File: config.mk
export PLATFORM = sky130hd
export DESIGN_NAME = ref_divider_ctl
export DESIGN_NICKNAME = d
export VERILOG_FILES = /design/src/rtl/ref_divider_pkg.sv /design/src/rtl/ref_divider_sync.sv /design/src/rtl/ref_divider_decode.sv /design/src/rtl/ref_divider_tgen.sv /design/src/rtl/ref_divider_ctl.sv
export SDC_FILE = /design/constraint.sdc
export NUM_CORES = 1
export LEC_CHECK = 0
export ABC_AREA = 1
export BUFFER_PORTS_ARGS = -buffer_cell sky130_fd_sc_hd__buf_2
export CELL_PAD_IN_SITES_DETAIL_PLACEMENT = 2
export CELL_PAD_IN_SITES_GLOBAL_PLACEMENT = 2
export CORE_MARGIN = 4
export CORE_UTILIZATION = 27
export CTS_CLUSTER_SIZE = 28
export DETAILED_ROUTE_END_ITERATION = 16
export PLACE_DENSITY_LB_ADDON = 0.05
export SETUP_SLACK_MARGIN = 0.05
export SYNTH_ARGS = -nofsm -noshare
export SYNTH_HDL_FRONTEND = slang
export SYNTH_SLANG_ARGS = --single-unit
File: constraint.sdc
create_clock -name clk -period 1.29 [get_ports clk]
set_clock_uncertainty 0.1 [all_clocks]
set_input_delay 0.129 -clock clk [delete_from_list [all_inputs] [get_ports clk]]
set_output_delay 0.129 -clock clk [all_outputs]
set_load 0.01 [all_outputs]
File: src/rtl/ref_divider_pkg.sv
package ref_divider_pkg;

   localparam int CODE_W = 3;
   localparam int HALF_W = 3;

   typedef enum logic [CODE_W-1:0] {
      MD_XTAL_OFF  = 3'd0,
      MD_XTAL_ON   = 3'd1,
      MD_REF_QUIET = 3'd2,
      MD_DIV1      = 3'd3,
      MD_DIV2      = 3'd4,
      MD_DIV4      = 3'd5,
      MD_DIV8      = 3'd6,
      MD_DIV16     = 3'd7
   } refmode_e;

   // modes in which the output pin is held static
   function automatic logic mode_is_static(refmode_e m);
      return (m == MD_XTAL_OFF) || (m == MD_XTAL_ON) || (m == MD_REF_QUIET);
   endfunction

   // number of reference edges per half period, minus one
   function automatic logic [HALF_W-1:0] half_len_m1(refmode_e m);
      logic [HALF_W-1:0] r;
      case (m)
         MD_DIV2:  r = 3'd0;
         MD_DIV4:  r = 3'd1;
         MD_DIV8:  r = 3'd3;
         MD_DIV16: r = 3'd7;
         default:  r = 3'd0;
      endcase
      return r;
   endfunction

endpackage

File: src/rtl/ref_divider_sync.sv
module ref_divider_sync #(
   parameter int STAGES = 2
) (
   input  logic clk,
   input  logic rst_n,
   input  logic ref_in,
   output logic ref_lvl,
   output logic ref_rise
);

   localparam int PIPE_W = STAGES + 1;

   logic [PIPE_W-1:0] pipe_q;

   always_ff @(posedge clk or negedge rst_n) begin
      if (!rst_n) begin
         pipe_q <= '0;
      end else begin
         pipe_q <= {pipe_q[PIPE_W-2:0], ref_in};
      end
   end

   assign ref_lvl  = pipe_q[STAGES-1];
   assign ref_rise = pipe_q[STAGES-1] & ~pipe_q[STAGES];

endmodule

File: src/rtl/ref_divider_decode.sv
module ref_divider_decode
   import ref_divider_pkg::*;
#(
   parameter bit REG_OUT = 1'b1
) (
   input  logic              clk,
   input  logic              rst_n,
   input  logic [CODE_W-1:0] mode_req,
   input  logic              standby,
   output logic              osc_en,
   output logic              rcnt_en
);

   logic osc_n;
   logic rcnt_n;

   always_comb begin
      osc_n  = (refmode_e'(mode_req) == MD_XTAL_ON);
      rcnt_n = (refmode_e'(mode_req) != MD_XTAL_OFF) && !standby;
   end

   generate
      if (REG_OUT) begin : g_reg
         always_ff @(posedge clk or negedge rst_n) begin
            if (!rst_n) begin
               osc_en  <= 1'b0;
               rcnt_en <= 1'b0;
            end else begin
               osc_en  <= osc_n;
               rcnt_en <= rcnt_n;
            end
         end
      end else begin : g_comb
         assign osc_en  = osc_n & rst_n;
         assign rcnt_en = rcnt_n & rst_n;
      end
   endgenerate

endmodule

File: src/rtl/ref_divider_tgen.sv
module ref_divider_tgen
   import ref_divider_pkg::*;
#(
   parameter int RESET_CODE = 6
) (
   input  logic              clk,
   input  logic              rst_n,
   input  logic [CODE_W-1:0] mode_req,
   input  logic              ref_lvl,
   input  logic              ref_rise,
   output logic [CODE_W-1:0] act_code,
   output logic              ref_out
);

   localparam refmode_e BOOT_MODE = refmode_e'(RESET_CODE[CODE_W-1:0]);

   refmode_e          act_q, act_n;
   logic [HALF_W-1:0] cnt_q, cnt_n;
   logic              out_q, out_n;
   refmode_e          req;
   logic              at_top;

   assign req    = refmode_e'(mode_req);
   assign at_top = (cnt_q == half_len_m1(act_q));

   always_comb begin
      act_n = act_q;
      cnt_n = cnt_q;
      out_n = out_q;
      if (mode_is_static(act_q)) begin
         act_n = req;
         cnt_n = '0;
         out_n = 1'b0;
      end else if (act_q == MD_DIV1) begin
         cnt_n = '0;
         if (ref_rise) begin
            if (req != act_q) begin
               act_n = req;
               out_n = 1'b0;
            end else begin
               out_n = 1'b1;
            end
         end else begin
            out_n = out_q & ref_lvl;
         end
      end else if (ref_rise) begin
         if (at_top) begin
            cnt_n = '0;
            if (out_q) begin
               out_n = 1'b0;
            end else if (req == act_q) begin
               out_n = 1'b1;
            end else begin
               act_n = req;
            end
         end else begin
            cnt_n = cnt_q + 1'b1;
         end
      end
   end

   always_ff @(posedge clk or negedge rst_n) begin
      if (!rst_n) begin
         act_q <= BOOT_MODE;
         cnt_q <= '0;
         out_q <= 1'b0;
      end else begin
         act_q <= act_n;
         cnt_q <= cnt_n;
         out_q <= out_n;
      end
   end

   assign act_code = act_q;
   assign ref_out  = out_q;

endmodule

File: src/rtl/ref_divider_ctl.sv
module ref_divider_ctl
   import ref_divider_pkg::*;
#(
   parameter int SYNC_STAGES = 2,
   parameter int RESET_CODE  = 6,
   parameter bit REG_ENABLES = 1'b1
) (
   input  logic              clk,
   input  logic              rst_n,
   input  logic              ref_in,
   input  logic [CODE_W-1:0] mode_code,
   input  logic              standby,
   output logic              osc_en,
   output logic              rcnt_en,
   output logic              ref_out
);

   generate
      if (SYNC_STAGES < 1 || SYNC_STAGES > 4) begin : g_bad_sync
         $error("SYNC_STAGES must lie in 1..4");
      end
      if (RESET_CODE < 0 || RESET_CODE > 7) begin : g_bad_reset
         $error("RESET_CODE must be a 3-bit mode code");
      end
   endgenerate

   logic              ref_lvl;
   logic              ref_rise;
   logic [CODE_W-1:0] act_code;

   ref_divider_sync #(
      .STAGES (SYNC_STAGES)
   ) i_sync (
      .clk      (clk),
      .rst_n    (rst_n),
      .ref_in   (ref_in),
      .ref_lvl  (ref_lvl),
      .ref_rise (ref_rise)
   );

   ref_divider_decode #(
      .REG_OUT (REG_ENABLES)
   ) i_decode (
      .clk      (clk),
      .rst_n    (rst_n),
      .mode_req (mode_code),
      .standby  (standby),
      .osc_en   (osc_en),
      .rcnt_en  (rcnt_en)
   );

   ref_divider_tgen #(
      .RESET_CODE (RESET_CODE)
   ) i_tgen (
      .clk      (clk),
      .rst_n    (rst_n),
      .mode_req (mode_code),
      .ref_lvl  (ref_lvl),
      .ref_rise (ref_rise),
      .act_code (act_code),
      .ref_out  (ref_out)
   );

endmodule

==> results.json <==
{
  "status": "complete, but fails checks",
  "violations": "negative setup slack",
  "cts_tree": "yes",
  "grt_start_max_net_pins": 13,
  "first_iter_violations": 9,
  "stdcell_area_um2": 885.9,
  "antenna_found_initial": 0,
  "endpoint_kind": "register",
  "worstPathBufferInverterCount": 0,
  "gp_congestion": 0.6487,
  "ys_ff_latch": 12,
  "cts.clk_slew.worst_paths_ps": 80,
  "critPathLaunchType": "register",
  "ys_warn_count": 0,
  "n_antenna_cell": 0,
  "multi_input_area_um2": 324.1,
  "placed_area_um2": 738.2,
  "worst_slack_ps": -190.3,
  "wl_per_cell_um": 13.24,
  "clock-sinks": 12,
  "period_minus_slack_ps": 1480,
  "layout_common_cells": "nand2_1, inv_1, dfrtp_1, buf_2, nand2_2",
  "grt_pass1_wl_mm": 3.153,
  "numCtsBuffers": 3,
  "seqCellArea_um2": 302.8,
  "timing.slew.headroom_pct": 79.97,
  "first_pass_iters": 3,
  "slowest_delay_ps": 640,
  "row_count": 17,
  "final_layout_size_suffix_gt1_share_pct": 39.05,
  "cp_max_fo": 8,
  "root_buffer": "clkbuf_4",
  "syn_inst": 82,
  "grt-ovfl-total": 0,
  "finalSetupViolCount": 7,
  "vias_per_cell": 4.444,
  "routed_wl_mm": 1.761,
  "rsz0062_at_grt": "true",
  "post-route-period-util_pct": 114.7,
  "path_delay_family": "flip-flops",
  "synth.cell_area_um2": 619.3,
  "syn-num-nets": 90,
  "start_util_pct": 28.27,
  "portBuffers": 9,
  "ys_types": 18,
  "final_util_pct": 40.43,
  "leakage_nw": 0.4716,
  "cp_slowest_cell": "dfstp_2",
  "power_density_nw_per_um2": 2072,
  "worst_slew_pin_slew_ps": 300.4,
  "arrival_ps": 1600,
  "post-dp-hpwl_mm": 1.304,
  "drc_errors": 0,
  "grt_pass1_vias": 686,
  "dieArea_um2": 3124,
  "num-nets-final": 114,
  "ys_seq_area_share_pct": 48.89,
  "cp_cell_sequence": "nor2_2 > a21oi_2 > nand3_2 > nand2_4 > nand2_4 > nand2_4 > nand2_1 > nand2_1",
  "syn_to_final_growth_pct": 43.03,
  "fillers": 248,
  "hold_viol": 0,
  "final_common_cell": "nand2_1",
  "clk_path_buf_depth": 2,
  "slew_viol_final": 0,
  "crit_top_cell": "nand2_4",
  "routed-via-count": 591,
  "pre_cts_slack_ps": -264.6,
  "worst_hold_path_type": "input port to register",
  "insertion_delay_ps": 270,
  "required_ps": 1410,
  "die_h_um": 55.90,
  "ant_nets": 0,
  "num_io_pins": 10,
  "fmax_ghz": 0.6756,
  "final.setup.tns_ps": -1151,
  "grt_usage_pct": 13.16,
  "syn_area_per_cell_um2": 7.553,
  "path_class": "register to register",
  "fp.dieW_um": 55.90,
  "timing.hold.ws_ps": 20.83,
  "peakVddDrop_mv": 0.7334,
  "h-tree-depth": 1,
  "core-area_um2": 2191,
  "cap_violations": 0
}
[path summary, 6_finish.rpt]
path | depth (start not counted) | start | to | slack, ps
max | 8 | i_tgen.act_code[1] | i_tgen.act_code[1] | -190
min | 3 | mode_code[0] | i_tgen.act_code[0] | 20
max reg2reg | 8 | i_tgen.act_code[1] | i_tgen.act_code[1] | -190
min reg2reg | 0 | i_sync.pipe_q[0] | i_sync.pipe_q[1] | 250
max in group asynchronous | 2 | rst_n | i_tgen.act_code[2] | 640
min in group asynchronous | 2 | rst_n | i_tgen.act_code[0] | 170
[flip-flops by register name (all words and copies together), names as in the netlist]
name,count
i_tgen.ref_out,1
i_tgen.cnt_q,3
i_decode.rcnt_en,1
i_sync.pipe_q,3
i_decode.osc_en,1
i_tgen.act_code,3
[per-stage QoR]
step                power [W]  instances
floorplan            0.001080         82
global placement     0.001328        124
detailed placement   0.001351        124
CTS                  0.001771        133
global route         0.002019        133
finish               0.001836        133
[timing repair]
item / in CTS / in global routing
setup endpoints to repair: 7 / 7
resized for setup: 13 / 8
pin swaps: 8 / 7
setup buffers: 0 / 0
hold buffers: 5 / 0
hold endpoints to repair: 18 / 0
[worst register-to-register path: stages, from the launching register on]
cell     delay [ps]
dfstp_2         640
nor2_2           80
a21oi_2         140
nand3_2         110
nand2_4         100
nand2_4          80
nand2_4          70
nand2_1          50
nand2_1          50
[cell usage after synthesis]
master / number / share of area [%]
ha_1: 1 / 2.0
nor2_1: 3 / 1.8
dfrtp_1: 10 / 40
xor2_1: 1 / 1.4
inv_1: 11 / 6.7
buf_6: 1 / 1.8
o21ai_0: 2 / 1.6
a21oi_1: 3 / 2.4
a31oi_1: 1 / 1.0
nand2_2: 2 / 2.0
nor2_2: 1 / 1.0
clkinv_1: 1 / 0.61
xnor2_1: 1 / 1.4
nand4_1: 1 / 1.0
nand2_1: 34 / 21
nor3_1: 1 / 0.81
nand3_1: 6 / 4.8
dfstp_2: 2 / 8.5
[kinds of logic (layout without fill, tap and decap cells)]
group / after synthesis / in the layout / synth area share (%)
and+or+nand+nor: 48 / 48 / 32.12
AOI/OAI and AO/OA: 6 / 6 / 5.051
DFF: 12 / 12 / 48.89
buffers and inverters: 13 / 36 / 9.090
xor gates and xnor gates: 2 / 2 / 2.829
adders and majority gates: 1 / 1 / 2.020
[final cells by class]
cell class,count,share of cell area (%)
Multi-Input combinational cell,57,36.58
Sequential cell,12,34.18
Timing Repair Buffer,20,15.82
Inverter,12,5.367
Clock buffer,4,4.096
Tap cell,28,3.955
[power breakdown]
| group | total, W | leakage (nW) | switching, W | internal, W |
|---|---|---|---|---|
| combinational | 0.000892 | 0.302 | 0.000509 | 0.000383 |
| clock | 0.000306 | 0.0210 | 0.000134 | 0.000171 |
| sequential | 0.000638 | 0.148 | 0.000144 | 0.000494 |
| total | 0.00184 | 0.472 | 0.000788 | 0.00105 |
[metal layers]
layer	vias up	global-route usage (%)	part of all wire (%)
li1	302	-	-
met1	282	15.26	45
met2	5	22.64	52
met3	2	5.336	2.5
met4	0	3.051	0.40
met5	-	0	0
No activity file was read; power rests on OpenSTA's default activity.
